--- config.mk ---
export PLATFORM = sky130hd
export DESIGN_NAME = rail_supervisor
export DESIGN_NICKNAME = d
export VERILOG_FILES = /design/src/rtl/rsup_pkg.sv /design/src/rtl/rsup_sync.sv /design/src/rtl/rsup_debounce.sv /design/src/rtl/rsup_hold_fsm.sv /design/src/rtl/rail_supervisor.sv
export SDC_FILE = /design/constraint.sdc
export NUM_CORES = 1
export LEC_CHECK = 0
export ABC_AREA = 0
export BUFFER_PORTS_ARGS = -buffer_cell sky130_fd_sc_hd__buf_2
export CORE_ASPECT_RATIO = 1.2
export CORE_MARGIN = 1
export CORE_UTILIZATION = 40
export CTS_CLUSTER_DIAMETER = 40
export CTS_CLUSTER_SIZE = 28
export DETAILED_ROUTE_END_ITERATION = 16
export MAX_ROUTING_LAYER = met4
export SLEW_MARGIN = 20
export SYNTH_ARGS = -nofsm -noshare
export SYNTH_HDL_FRONTEND = slang
export SYNTH_HIERARCHICAL = 1
export SYNTH_SLANG_ARGS = --single-unit
--- constraint.sdc ---
create_clock -name clk -period 1.7 [get_ports clk]
set_clock_uncertainty 0.15 [all_clocks]
set_input_delay 0 -clock clk [delete_from_list [all_inputs] [get_ports clk]]
set_output_delay 0 -clock clk [all_outputs]
set_load 0.01 [all_outputs]
--- src/rtl/rsup_pkg.sv ---
package rsup_pkg;

    typedef enum logic [1:0] {
        ST_HOLD  = 2'd0,
        ST_COUNT = 2'd1,
        ST_RUN   = 2'd2
    } hold_state_t;

    // Hold length in cycles for a given code: base * 4^sel
    function automatic int hold_cycles(input int base, input logic [1:0] sel);
        return base << (2 * int'(sel));
    endfunction

endpackage

--- src/rtl/rsup_sync.sv ---
module rsup_sync #(
    parameter int W = 1
) (
    input  logic         clk,
    input  logic         rst_n,
    input  logic [W-1:0] d,
    output logic [W-1:0] q
);
    logic [W-1:0] meta_q;

    // Reset to zero: every input reads as "bad / pressed" until sampled
    always_ff @(posedge clk or negedge rst_n) begin
        if (!rst_n) begin
            meta_q <= '0;
            q      <= '0;
        end else begin
            meta_q <= d;
            q      <= meta_q;
        end
    end
endmodule

--- src/rtl/rsup_debounce.sv ---
module rsup_debounce #(
    parameter int DEB_CYC = 8
) (
    input  logic clk,
    input  logic rst_n,
    input  logic raw,
    output logic stable
);
    localparam int CW = $clog2(DEB_CYC + 1);

    logic [CW-1:0] cnt_q;

    always_ff @(posedge clk or negedge rst_n) begin
        if (!rst_n) begin
            cnt_q  <= '0;
            stable <= 1'b0;
        end else if (raw == stable) begin
            cnt_q <= '0;
        end else if (cnt_q == CW'(DEB_CYC - 1)) begin
            cnt_q  <= '0;
            stable <= raw;
        end else begin
            cnt_q <= cnt_q + 1'b1;
        end
    end
endmodule

--- src/rtl/rsup_hold_fsm.sv ---
module rsup_hold_fsm
    import rsup_pkg::*;
#(
    parameter int HOLD_BASE = 1000
) (
    input  logic       clk,
    input  logic       rst_n,
    input  logic       main_s,
    input  logic       mr_db,
    input  logic [1:0] hold_sel,
    output logic       released,
    output logic       counting
);
    localparam int CNT_W = $clog2(HOLD_BASE * 64 + 1);

    hold_state_t      state_q, state_d;
    logic [CNT_W-1:0] cnt_q;
    logic [CNT_W-1:0] target_q;
    logic             cond_ok;

    assign cond_ok = main_s && mr_db;

    // State register
    always_ff @(posedge clk or negedge rst_n) begin
        if (!rst_n) state_q <= ST_HOLD;
        else        state_q <= state_d;
    end

    // Next-state logic
    always_comb begin
        state_d = state_q;
        unique case (state_q)
            ST_HOLD:  if (cond_ok) state_d = ST_COUNT;                    // T_GO
            ST_COUNT: if (!cond_ok) state_d = ST_HOLD;                    // T_ABORT
                      else if (cnt_q == target_q - 1'b1) state_d = ST_RUN; // T_DONE
            ST_RUN:   if (!cond_ok) state_d = ST_HOLD;                    // T_FAULT
            default:  state_d = ST_HOLD;
        endcase
    end

    // Hold timer: target follows the code while holding, frozen once counting
    always_ff @(posedge clk or negedge rst_n) begin
        if (!rst_n) begin
            cnt_q    <= '0;
            target_q <= CNT_W'(hold_cycles(HOLD_BASE, 2'd0));
        end else if (state_q == ST_COUNT) begin
            cnt_q <= cnt_q + 1'b1;
        end else begin
            cnt_q    <= '0;
            target_q <= CNT_W'(hold_cycles(HOLD_BASE, hold_sel));
        end
    end

    // Outputs
    always_comb begin
        released = 1'b0;
        counting = 1'b0;
        unique case (state_q)
            ST_HOLD:  ;
            ST_COUNT: counting = 1'b1;
            ST_RUN:   released = 1'b1;
            default:  ;
        endcase
    end
endmodule

--- src/rtl/rail_supervisor.sv ---
module rail_supervisor #(
    parameter int AUX_N           = 2,
    parameter int HOLD_BASE       = 1000,
    parameter int DEB_CYC         = 8,
    parameter bit RST_ACTIVE_HIGH = 1'b0
) (
    input  logic             clk,
    input  logic             rst_n,
    input  logic             main_ok,
    input  logic [AUX_N-1:0] aux_ok,
    input  logic             mr_n,
    input  logic [1:0]       hold_sel,
    input  logic [AUX_N-1:0] merge_aux,
    output logic             sys_rst,
    output logic [AUX_N-1:0] aux_fail,
    output logic             early_warn_n
);
    localparam int SYNC_W = AUX_N + 2;

    logic [SYNC_W-1:0] sync_q;
    logic              main_s;
    logic [AUX_N-1:0]  aux_s;
    logic              mr_s;
    logic              mr_db;
    logic              released;
    logic              counting;
    logic [AUX_N-1:0]  merged;
    logic              rst_active;

    rsup_sync #(.W(SYNC_W)) u_sync (
        .clk   (clk),
        .rst_n (rst_n),
        .d     ({mr_n, aux_ok, main_ok}),
        .q     (sync_q)
    );

    assign main_s = sync_q[0];
    assign aux_s  = sync_q[AUX_N:1];
    assign mr_s   = sync_q[SYNC_W-1];

    rsup_debounce #(.DEB_CYC(DEB_CYC)) u_deb (
        .clk    (clk),
        .rst_n  (rst_n),
        .raw    (mr_s),
        .stable (mr_db)
    );

    rsup_hold_fsm #(.HOLD_BASE(HOLD_BASE)) u_fsm (
        .clk      (clk),
        .rst_n    (rst_n),
        .main_s   (main_s),
        .mr_db    (mr_db),
        .hold_sel (hold_sel),
        .released (released),
        .counting (counting)
    );

    for (genvar i = 0; i < AUX_N; i++) begin : g_rail
        assign aux_fail[i] = !aux_s[i];
        assign merged[i]   = merge_aux[i] && !aux_s[i];
    end

    assign early_warn_n = main_s;
    assign rst_active   = !released || !main_s || (|merged);

    if (RST_ACTIVE_HIGH) begin : g_pol_hi
        assign sys_rst = rst_active;
    end else begin : g_pol_lo
        assign sys_rst = !rst_active;
    end
endmodule

# Yosys cells after proc, flatten, opt, wreduce, memory -nomap -nowiden
# Cells that the tools add are included.
[op_classes]
add_sub_neg = 3
eq_ne = 8
shifts = 1
n_mux = 9
bitwise = 1
n_reduce_logical = 14
[ops]
columns = ["cell", "count"]
rows = [
  ["adder 16 x 1 -> 16 bit, second input constant", 1],
  ["== test 16 bit", 1],
  ["2-to-1 mux 16 bit", 1],
  ["<< shifter 10 x 3 -> 16 bit, first input constant", 1],
  ["subtractor 16 x 1 -> 16 bit, second input constant", 1],
  ["2-to-1 mux 2 bit", 4],
  ["2-to-1 mux 4 bit", 2],
  ["one-hot mux 2 bit (3 select lines)", 1],
  ["zero test 1 bit", 5],
  ["adder 4 x 1 -> 4 bit, second input constant", 1],
  ["== test 4 x 3 -> 1 bit, second input constant", 1],
  ["logical AND 1 bit", 3],
  ["!= test 3 bit, second input constant", 1],
  ["AND reduction 3 bit", 1],
  ["== test 2 x 1 -> 1 bit, second input constant", 1],
  ["== test 2 bit, second input constant", 1],
  ["zero test 2 bit", 1],
  ["logical OR 1 bit", 2],
  ["!= test 2 x 1 -> 1 bit, second input constant", 1],
  ["!= test 2 bit, second input constant", 1],
  ["AND reduction 2 bit", 1],
  ["OR reduction 2 bit", 1],
  ["== test 1 bit", 1],
  ["2-to-1 mux 1 bit", 1],
  ["NOT 1 bit", 1],
]
[totals]
register_bits = 47
input_bits = 10
output_inout_bits = 4

# Longest topological paths before layout
# Gate-level depths: netlist of the first run.
[depth]
word_depth = 6
depth_mapped = 7

# Modules after synthesis
# Netlist of the first run, hierarchy kept.
[by_module_without_submodules]
columns = ["mod", "n_inst", "cells_each", "area_each_um2"]
rows = [
  ["rsup_hold_fsm", 1, 141, 1363.8],
  ["rsup_debounce", 1, 18, 217.7],
  ["rsup_sync", 1, 8, 200.2],
  ["rail_supervisor", 1, 4, 26.3],
]

# Least setup slack after synthesis of the first run
# No wires, ideal clock.
[synth_timing]
kind = "register -> register"
startpoint = "reg u_fsm.target_q[6]"
endpoint = "reg u_fsm.state_q[0]"
t_arrival_ps = 1527
path_slack_ps = -110
stages_incl_launch_ff = 8
n_path_buf = 0
cell_sequence = "dfstp_2 inv_1 ha_1 xnor2_1 nor3_1 nand4_1 nor3_1 a21boi_0"
[synth_between]
elab_chain_len = 4
[synth_lines]
columns = ["element", "line", "source"]
rows = [
  ["from (decl)", "rsup_hold_fsm.sv:18", "logic [CNT_W-1:0] target_q;"],
  ["from (signal assigned)", "rsup_hold_fsm.sv:45", "target_q <= CNT_W'(hold_cycles(HOLD_BASE, 2'd0));"],
  ["from (signal assigned)", "rsup_hold_fsm.sv:50", "target_q <= CNT_W'(hold_cycles(HOLD_BASE, hold_sel));"],
  ["subtractor 16 x 1 -> 16 bit", "rsup_hold_fsm.sv:35", "else if (cnt_q == target_q - 1'b1) state_d = ST_RUN;"],
  ["== test 16 bit", "rsup_hold_fsm.sv:35", ""],
  ["!= test 3 bit (no source line)", "n/a", ""],
  ["AND reduction 3 bit (no source line)", "n/a", ""],
  ["to (signal assigned)", "rsup_hold_fsm.sv:26", "else state_q <= state_d;"],
  ["to (decl)", "rsup_hold_fsm.sv:16", "hold_state_t state_q, state_d;"],
]
# No other way between the ends.
# A chain may end at the register's enable or synchronous reset.

# Worst setup path in the final report of the first run
[layout_timing]
startpoint = "reg u_fsm.target_q[8]"
endpoint = "reg u_fsm.state_q[1]"
# Same word-level chain as after synthesis.

==> results.py, run 1 <==
metrics = {
    "synthesis": {
        "synth_compound_area_share_pct": 6.16,
        "syn_nets": 189,
        "ys_seq_area_share_pct": 52.8,
        "synth-edff-count": 0,
        "synthesis.area_per_instance_um2": 10.6,
        "synthXorXnorAreaFrac_pct": 9.20,
        "yosys.area_share.simple_pct": 22.0,
        "syn_inst": 171,
        "synth_seq_cells": 38,
        "async_reset_ff_share_pct": 100,
        "synth_cell_types": 36,
        "syn_area_mm2": 0.00181,
        "yosysWarnings": 6,
        "synthFlopType": "dfrtp_1",
        "synth_top_family_by_area": "simple AND/OR/NAND/NOR gates",
        "synthMuxAreaShare_pct": 1.38,
        "synth_adder_area_share_pct": 5.54,
    },
    "die": {
        "initial_utilization_pct": 42.1,
        "rows": 26,
        "io_pins": 14,
        "die_h_um": 75.6,
        "core_mm2": 0.00429,
        "die_w_um": 63.4,
        "die_area_mm2": 0.00479,
    },
    "grt": {
        "grt_pass1_wl_um": 6010,
        "overflow": 0,
        "grt_pass1_vias": 1298,
        "antenna_found_initial": 0,
        "grt_max_degree": 39,
        "grtUsageTotal_pct": 17.6,
    },
    "cells_and_area": {
        "synthToLayoutAreaGrowth_pct": 25.5,
        "layout_commonest_cell": "dfrtp_1",
        "layout_common_cells": "dfrtp_1 (35), nor2_1 (23), buf_4 (18)",
        "fill_cells": 389,
        "multiInputGateArea_um2": 841,
        "seqCellArea_um2": 955,
        "final_nets": 231,
        "n_antenna_cell": 0,
        "layout-drive-gt1-share_pct": 28.2,
    },
    "drt": {
        "vias": 1324,
        "first_iter_violations": 34,
        "ant_nets": 0,
        "dr.pass1.iters": 3,
        "drc": 0,
        "via_per_inst": 4.92,
        "wl_um": 3540,
        "routedWlPerCell_um": 13.2,
    },
    "critical_path": {
        "cp.required_ps": 1780,
        "arrival_ps": 1850,
        "max_stage_delay_ps": 550,
        "cp_common_cell": "nor3_2",
        "end_kind": "register",
        "crit_chain": "inv_2 > ha_4 > xnor2_2 > nor3_2 > nand4_1 > nor3_2 > a31o_2",
        "path_class": "reg -> reg",
        "cp_slowest_cell": "dfstp_2",
        "crit_fanout": 3,
        "startpoint_type": "register",
    },
    "status": {
        "outcome": "complete, but fails checks",
        "failed_checks": "negative setup slack",
    },
    "sta": {
        "tightest_slew_ps": 367,
        "timing.fmax_mhz": 566,
        "rsz0062_at_grt": "yes",
        "slew_violations": 0,
        "hold_viol_final": 0,
        "setup_viol": 2,
        "period_minus_slack_ps": 1770,
        "fin_crit_sh_pct": 104,
        "setup_slack_ps": -67.6,
        "relSlewSlack_pct": 75.4,
    },
    "placed_design": {
        "io_buffers": 13,
        "place.gp.congestion": 0.907,
        "dpl.hpwl_um": 2590,
        "place_ws_ps": -123,
    },
    "power_and_ir_drop": {
        "p_sw_share_pct": 27.5,
        "leakage_nw": 1.08,
        "power.total_mw": 2.07,
        "comb_power_share_pct": 20.7,
        "power_frac_seq_pct": 51.8,
        "p_switching_uw": 570,
        "clockPowerShare_pct": 27.4,
        "p_int_mw": 1.50,
        "cellPowerDensity_mw_per_mm2": 912,
        "vdd_drop_max_v": 0.000410,
    },
    "cts": {
        "tritoncts": "built",
        "tritoncts_num_sinks": 38,
        "cts_buffers": 5,
        "cts_buffer_depth": 2,
        "cts_root_buf": "clkbuf_8",
        "cts_htree_levels": 2,
        "clk-insertion-delay-late_ps": 290,
        "path_clk_slew_ps": 70,
    },
    "job": {
        "drv_cap": 0,
    },
    "hold_path": {
        "hp-class": "in -> async",
    },
}
what timing repair did:
action	CTS	global route
setup buffers	2	2
pin swaps	1	3
endpoints found under the hold margin	46	0
gates resized for setup	1	4
hold buffers	8	0
setup endpoints to repair	2	4
power groups by stage:
| stage | combinational [mW] | clock (mW) | sequential (mW) |
|---|---|---|---|
| CTS | 0.416 | 0.595 | 1.07 |
| floorplan | 0.245 | 0 | 1.07 |
| global placement | 0.363 | 0 | 1.08 |
| finish | 0.429 | 0.567 | 1.07 |
| global route | 0.496 | 0.634 | 1.08 |
| detailed placement | 0.376 | 0 | 1.09 |
cell usage after synthesis, types with 2 or more instances:
cell type | instances | area share [%]
a21oi_1 | 6 | 1.7
nand2_1 | 14 | 2.9
or3_1 | 2 | 0.69
a21o_1 | 2 | 0.83
dfrtp_1 | 35 | 48
clkbuf_1 | 3 | 0.62
inv_1 | 6 | 1.2
buf_4 | 2 | 0.83
and3_1 | 7 | 2.4
o22ai_1 | 2 | 0.69
nand3_2 | 2 | 1.1
xor2_1 | 11 | 5.3
o21ai_0 | 3 | 0.83
xnor2_1 | 8 | 3.9
dfstp_2 | 3 | 4.4
nand4_1 | 2 | 0.69
ha_1 | 8 | 5.5
nor2_1 | 23 | 4.8
nand3_1 | 6 | 1.7
nor3_1 | 5 | 1.4
nand2b_1 | 4 | 1.4
nor2b_1 | 3 | 1.0
worst paths after layout:
check	startpoint	to	slack, ps	depth (start not counted)
worst min-delay path	rst_n	u_fsm/cnt_q[12]	60	3
worst min register to register	u_sync/meta_q[1]	u_sync/q[1]	200	0
max in group asynchronous	rst_n	u_fsm/target_q[7]	1090	3
min in group clk	merge_aux[1]	sys_rst	110	3
worst max-delay path	u_fsm/target_q[8]	u_fsm/state_q[1]	-70	7
worst max register to register	u_fsm/target_q[8]	u_fsm/state_q[1]	-70	7
worst max-delay path, delay by kind of cell (launching register included):
| kind | cells | cell delay [ps] |
|---|---|---|
| AOI/OAI and AO/OA | 1 | 180 |
| xor gates and xnor gates | 1 | 130 |
| and+or+nand+nor | 3 | 420 |
| DFF | 1 | 550 |
| adders and majority gates | 1 | 240 |
| buffers and inverters | 1 | 50 |
area by class of cell:
type | count | area share, %
flip-flops and latches | 38 | 42.1
multi-input cells | 121 | 37.1
repair buffers | 40 | 13.2
clock buffers | 7 | 3.36
well taps | 56 | 3.09
inverters | 7 | 1.16
cell families after synthesis:
logic type	after synthesis
AO/OA/AOI/OAI	17
XOR/XNOR	19
adder cells (fa/ha/maj)	8
buffers and inverters	12
flip-flops	38
multiplexers	2
AND/OR/NAND/NOR	75
through the flow:
stage / instance area [um^2] / util, % / cells / setup TNS, ps / hold slack, ps
after floorplan: 1830 / - / 171 / -17.4 / -446
after detailed placement: 2060 / 48.0 / 250 / -226 / -167
after CTS: 2240 / 52.2 / 267 / -236 / 54.5
final: 2270 / 52.8 / 269 / -122 / 59.0
after global routing: 2270 / 52.8 / 269 / -266 / 89.0
after global placement: 2060 / 48.0 / 250 / -53.5 / -172
sequential cells by signal, indices dropped and copies added (netlist names):
signal and flops:
u_deb/cnt_q 4, u_deb/stable 1, u_fsm/cnt_q 16, u_fsm/state_q 2
u_fsm/target_q 7, u_sync/meta_q 4, u_sync/q 4
metal layers:
layer	track usage (%)	share of wire [%]
met5	-	0
met4	9.09	2.3
met3	4.49	2.9
met2	31.2	53
met1	18.2	42
(Power assumes the default switching activity.)
==> inputs of run 2 (changes only) <==
--- a/config.mk
+++ b/config.mk
@@ -7,7 +7,7 @@
 export LEC_CHECK = 0
 export ABC_AREA = 0
 export BUFFER_PORTS_ARGS = -buffer_cell sky130_fd_sc_hd__buf_2
-export CORE_ASPECT_RATIO = 1.2
+export CORE_ASPECT_RATIO = 2
 export CORE_MARGIN = 1
 export CORE_UTILIZATION = 40
 export CTS_CLUSTER_DIAMETER = 40
==> run 2 against run 1 <==
The run still ends with negative setup slack left. Via count is 3.2% higher. Flip-flop and latch count stayed put. Routed wire length is 3.7% higher. Core utilization is 0.75 points lower. Critical endpoint unchanged. Critical path depth stayed put.
==> results.py, run 2 (same netlist as run 1, synthesis figures left out) <==
metrics = {
    "cells_and_area": {
        "synthToLayoutAreaGrowth_pct": 25.0,
        "fill_cells": 429,
        "n_antenna_cell": 0,
        "layout_commonest_cell": "dfrtp_1",
        "postLayoutCellArea_mm2": 0.00226,
        "largest_register_ffs": 16,
        "layout_common_cells": "dfrtp_1 (35), nor2_1 (23), buf_4 (19)",
        "top_register": "u_fsm/cnt_q",
        "reg_top3": "u_fsm/cnt_q (16), u_fsm/target_q (7)",
        "layout-drive-gt1-share_pct": 27.1,
        "final_nets": 231,
        "stdcell_count": 268,
    },
    "critical_path": {
        "r2r_start": "u_fsm/target_q[6]",
        "cp_num_buf_inv": 1,
        "cp_common_cell": "nor3_2",
        "path_class": "reg -> reg",
        "cp_slowest_cell": "dfstp_2",
        "ff2ff_path_depth": 7,
        "startpoint_type": "register",
        "crit_chain": "inv_2 > ha_4 > xnor2_2 > nor3_2 > nand4_1 > nor3_2 > a31o_2",
        "max_stage_delay_ps": 540,
        "r2r_slack_ps": -200,
        "cpLargestDelayFamily": "flip-flops",
        "crit_fanout": 3,
        "end_kind": "register",
        "reg2reg_to": "u_fsm/state_q[1]",
        "cp.required_ps": 1780,
        "arrival_ps": 1980,
    },
    "die": {
        "rows": 34,
        "initial_utilization_pct": 41.7,
        "die_area_mm2": 0.00481,
        "core_mm2": 0.00434,
        "die_w_um": 49.5,
        "io_pins": 14,
        "die_h_um": 97.1,
    },
    "grt": {
        "grt_pass1_vias": 1440,
        "grtUsageTotal_pct": 17.8,
        "grt_max_degree": 39,
        "overflow": 0,
        "grt_pass1_wl_um": 6260,
        "antenna_found_initial": 0,
    },
    "drt": {
        "vias": 1366,
        "via_per_inst": 5.10,
        "ant_nets": 0,
        "wl_um": 3670,
        "drc": 0,
        "first_iter_violations": 41,
        "dr.pass1.iters": 4,
        "routedWlPerCell_um": 13.7,
    },
    "sta": {
        "hold_viol_final": 0,
        "rsz0062_at_grt": "yes",
        "setup_viol": 2,
        "timing.fmax_mhz": 527,
        "tightest_slew_ps": 469,
        "fin_crit_sh_pct": 112,
        "period_minus_slack_ps": 1900,
        "setup_slack_ps": -198,
        "fin_setup_tns_ps": -358,
        "relSlewSlack_pct": 68.7,
        "slew_violations": 0,
    },
    "cts": {
        "cts_buffers": 5,
        "cts_buffer_depth": 2,
        "clk-insertion-delay-late_ps": 290,
        "tritoncts_num_sinks": 38,
        "tritoncts": "built",
        "cts_root_buf": "clkbuf_8",
        "path_clk_slew_ps": 70,
        "cts_htree_levels": 2,
    },
    "job": {
        "drv_cap": 0,
    },
    "status": {
        "outcome": "complete, but fails checks",
        "failed_checks": "negative setup slack",
    },
    "hold_path": {
        "worstHoldPathCells": 3,
        "worstHoldEndpoint": "sys_rst",
        "holdCritStartpoint": "merge_aux[1]",
        "hp-class": "in -> out",
    },
    "power_and_ir_drop": {
        "vdd_drop_max_v": 0.000446,
        "cellPowerDensity_mw_per_mm2": 934,
        "leakage_nw": 1.08,
        "power.total_mw": 2.11,
    },
    "placed_design": {
        "dpl.hpwl_um": 2690,
        "io_buffers": 13,
        "place_ws_ps": -98.8,
        "place.gp.congestion": 0.732,
        "dpl_cell_area_mm2": 0.00207,
        "dp_cells": 251,
    },
}
run 2: how the worst max path moves through the flow:
stage	slack, ps	depth (start not counted)	startpoint	endpoint
global placement	-30	7	u_fsm/target_q[8]	u_fsm/state_q[1]
detailed placement	-100	7	u_fsm/target_q[8]	u_fsm/state_q[1]
CTS	-120	7	u_fsm/target_q[8]	u_fsm/state_q[1]
finish	-200	7	u_fsm/target_q[6]	u_fsm/state_q[1]
floorplan	-20	7	u_fsm/target_q[6]	u_fsm/state_q[1]
global route	-310	7	u_fsm/target_q[8]	u_fsm/state_q[1]
run 2: through the flow:
step,util (%),hold slack [ps]
2_1_floorplan,-,-446
3_3_place_gp,47.7,-86.9
3_5_place_dp,47.7,-74.8
4_1_cts,51.8,108
5_1_grt,52.1,121
6_report,52.1,106
run 2: area by class of cell:
| type | instances | area, um^2 | area share, % |
|---|---|---|---|
| Multi-Input combinational cell | 121 | 833 | 36.9 |
| Tap cell | 54 | 67.6 | 2.99 |
| Inverter | 7 | 26.3 | 1.16 |
| Clock buffer | 8 | 90.1 | 3.99 |
| Sequential cell | 38 | 955 | 42.2 |
| Timing Repair Buffer | 40 | 288 | 12.7 |
run 2: report_power, final:
part	switching, mW	internal (mW)
Clock	0.299	0.331
Sequential	0.0689	1.00
Combinational	0.214	0.199
Total	0.581	1.53
run 2: what timing repair did:
action / in CTS / in global routing
gates resized for setup: 0 / 2
pin swaps: 1 / 5
hold buffers: 8 / 0
buffers inserted: 1 / 0
setup endpoints to repair: 2 / 2
hold endpoints to repair: 46 / 0
run 2: worst register-to-register path: cells and delay by family, from the launching register on:
family                   cells  cell delay (ps)
AO/OA/AOI/OAI                1              180
XOR/XNOR                     1              130
adder cells (fa/ha/maj)      1              240
buffers and inverters        1               60
flip-flops                   1              540
AND/OR/NAND/NOR              3              540
run 2: layer usage:
metal,GRT usage (%),wire (um)
met1,16.4,1310
met5,-,0
met2,30.8,2000
met4,13.6,252
met3,3.44,111
==> inputs of run 3 (changes only) <==
--- a/config.mk
+++ b/config.mk
@@ -14,6 +14,7 @@
 export CTS_CLUSTER_SIZE = 28
 export DETAILED_ROUTE_END_ITERATION = 16
 export MAX_ROUTING_LAYER = met4
+export PLACE_DENSITY_LB_ADDON = 0.12
 export SLEW_MARGIN = 20
 export SYNTH_ARGS = -nofsm -noshare
 export SYNTH_HDL_FRONTEND = slang
==> run 3 against run 2 <==
The flow still finishes with violations (negative setup slack). Clock power is essentially flat. Sequential share of layout area down 0.45 points. Highest routed layer unchanged. Fmax up 4.8%. Setup slack gained 87 ps. Cell count unchanged. Critical endpoint unchanged. Largest cell class unchanged. Routed wire length is 1.2% higher. Flip-flop and latch count unchanged.
==> results.py, run 3 (same netlist as run 1, synthesis figures left out) <==
metrics = {
    "status": {
        "outcome": "complete, but fails checks",
        "failed_checks": "negative setup slack",
    },
    "sta": {
        "fin_crit_sh_pct": 107,
        "timing.fmax_mhz": 552,
        "relSlewSlack_pct": 69.7,
        "rsz0062_at_grt": "yes",
        "period_minus_slack_ps": 1810,
        "tightest_slew_ps": 454,
        "setup_viol": 2,
        "hold_viol_final": 0,
        "setup_slack_ps": -111,
        "slew_violations": 0,
    },
    "drt": {
        "drc": 0,
        "via_per_inst": 4.92,
        "dr.pass1.iters": 4,
        "vias": 1318,
        "ant_nets": 0,
        "routedWlPerCell_um": 13.9,
        "wl_um": 3720,
        "first_iter_violations": 16,
    },
    "grt": {
        "grt_pass1_vias": 1448,
        "overflow": 0,
        "antenna_found_initial": 0,
        "grt_pass1_wl_um": 6440,
        "grtUsageTotal_pct": 18.5,
        "grt_max_degree": 24,
    },
    "cts": {
        "cts_buffers": 5,
        "tritoncts": "built",
        "cts_root_buf": "clkbuf_8",
        "clk-insertion-delay-late_ps": 290,
        "path_clk_slew_ps": 70,
        "tritoncts_num_sinks": 38,
        "cts_buffer_depth": 2,
        "cts_htree_levels": 2,
    },
    "die": {
        "die_h_um": 97.1,
        "rows": 34,
        "initial_utilization_pct": 41.7,
        "die_area_mm2": 0.00481,
        "die_w_um": 49.5,
        "core_mm2": 0.00434,
        "io_pins": 14,
    },
    "critical_path": {
        "cp_slowest_cell": "dfstp_2",
        "path_class": "reg -> reg",
        "end_kind": "register",
        "max_stage_delay_ps": 560,
        "r2r_slack_ps": -110,
        "crit_fanout": 3,
        "cp_num_buf_inv": 1,
        "crit_chain": "inv_2 > ha_4 > nand2b_1 > a21oi_1 > nor2b_1 > a21o_1 > a31o_2",
        "cp.required_ps": 1730,
        "startpoint_type": "register",
        "reg2reg_to": "u_fsm/state_q[1]",
        "arrival_ps": 1840,
        "ff2ff_path_depth": 7,
        "cpLargestDelayFamily": "compound AO/OA/AOI/OAI gates",
        "r2r_start": "u_fsm/target_q[8]",
    },
    "power_and_ir_drop": {
        "cellPowerDensity_mw_per_mm2": 932,
        "leakage_nw": 1.09,
        "vdd_drop_max_v": 0.000591,
    },
    "placed_design": {
        "place_ws_ps": -90.2,
        "dp_cells": 249,
        "dpl.hpwl_um": 2740,
        "io_buffers": 13,
        "place.gp.congestion": 0.798,
    },
    "cells_and_area": {
        "multiInputGateArea_um2": 843,
        "top_register": "u_fsm/cnt_q",
        "fill_cells": 419,
        "layout_commonest_cell": "dfrtp_1",
        "synthToLayoutAreaGrowth_pct": 26.5,
        "reg_top3": "u_fsm/cnt_q (16), u_fsm/target_q (7)",
        "stdcell_count": 268,
        "seqCellArea_um2": 956,
        "final_nets": 231,
        "layout-drive-gt1-share_pct": 28.0,
        "n_antenna_cell": 0,
        "layout_common_cells": "dfrtp_1 (34), nor2_1 (23), buf_4 (18)",
        "largest_register_ffs": 16,
    },
    "job": {
        "drv_cap": 0,
    },
    "hold_path": {
        "hp-class": "in -> async",
    },
}
## run 3: repair_timing
item / CTS / global route
hold buffers: 8 / 0
setup buffers: 3 / 0
resized for setup: 1 / 4
gates cloned: 0 / 0
endpoints found under the hold margin: 46 / 0
pin swaps: 1 / 3
setup endpoints to repair: 2 / 3
## run 3: worst register-to-register path, stage by stage, from the launching register on
cell	delay, ps
dfstp_2	560
inv_2	60
ha_4	150
nand2b_1	150
a21oi_1	130
nor2b_1	60
a21o_1	200
a31o_2	240
## run 3: worst max-delay path by stage
stage	from	to	slack, ps	cells past startpoint
4_1_cts	u_fsm/target_q[6]	u_fsm/state_q[1]	-100	7
5_1_grt	u_fsm/target_q[6]	u_fsm/state_q[1]	-170	7
6_report	u_fsm/target_q[8]	u_fsm/state_q[1]	-110	7
3_5_place_dp	u_fsm/target_q[8]	u_fsm/state_q[1]	-90	7
2_1_floorplan	u_fsm/target_q[6]	u_fsm/state_q[1]	-20	7
3_3_place_gp	u_fsm/target_q[8]	u_fsm/state_q[1]	-30	7
## run 3: final cells by class
class                   instances  area share [%]
multi-input cells             121            36.9
well taps                      54            2.95
repair buffers                 40            13.1
clock buffers                   7            3.77
clock inverters                 1           0.219
inverters                       7            1.26
flip-flops and latches         38            41.8
## run 3: through the flow
stage,total power [mW],cell area [um^2],utilization (%),setup TNS [ps],hold WS [ps]
6_report,2.13,2290,52.7,-138,35.9
5_1_grt,2.27,2290,52.7,-297,78.7
4_1_cts,2.15,2270,52.3,-167,43.3
3_5_place_dp,1.47,2070,47.6,-146,-176
3_3_place_gp,1.45,2070,47.6,-49.8,-187
2_1_floorplan,1.32,1830,-,-17.4,-446
## run 3: routing by layer
metal	routed length [um]	up-vias	global-route usage, %	part of all wire, %
met2	2120	18	32.2	57
met3	81	9	3.76	2.2
li1	-	655	-	-
met4	143	0	11.6	3.8
met5	0	-	-	0
met1	1370	636	17.9	37
## run 3: where the power goes
part | switching (mW) | leakage [nW] | internal (mW)
sequential | 0.0682 | 0.488 | 1.00
combinational | 0.224 | 0.555 | 0.212
clock | 0.300 | 0.0482 | 0.327
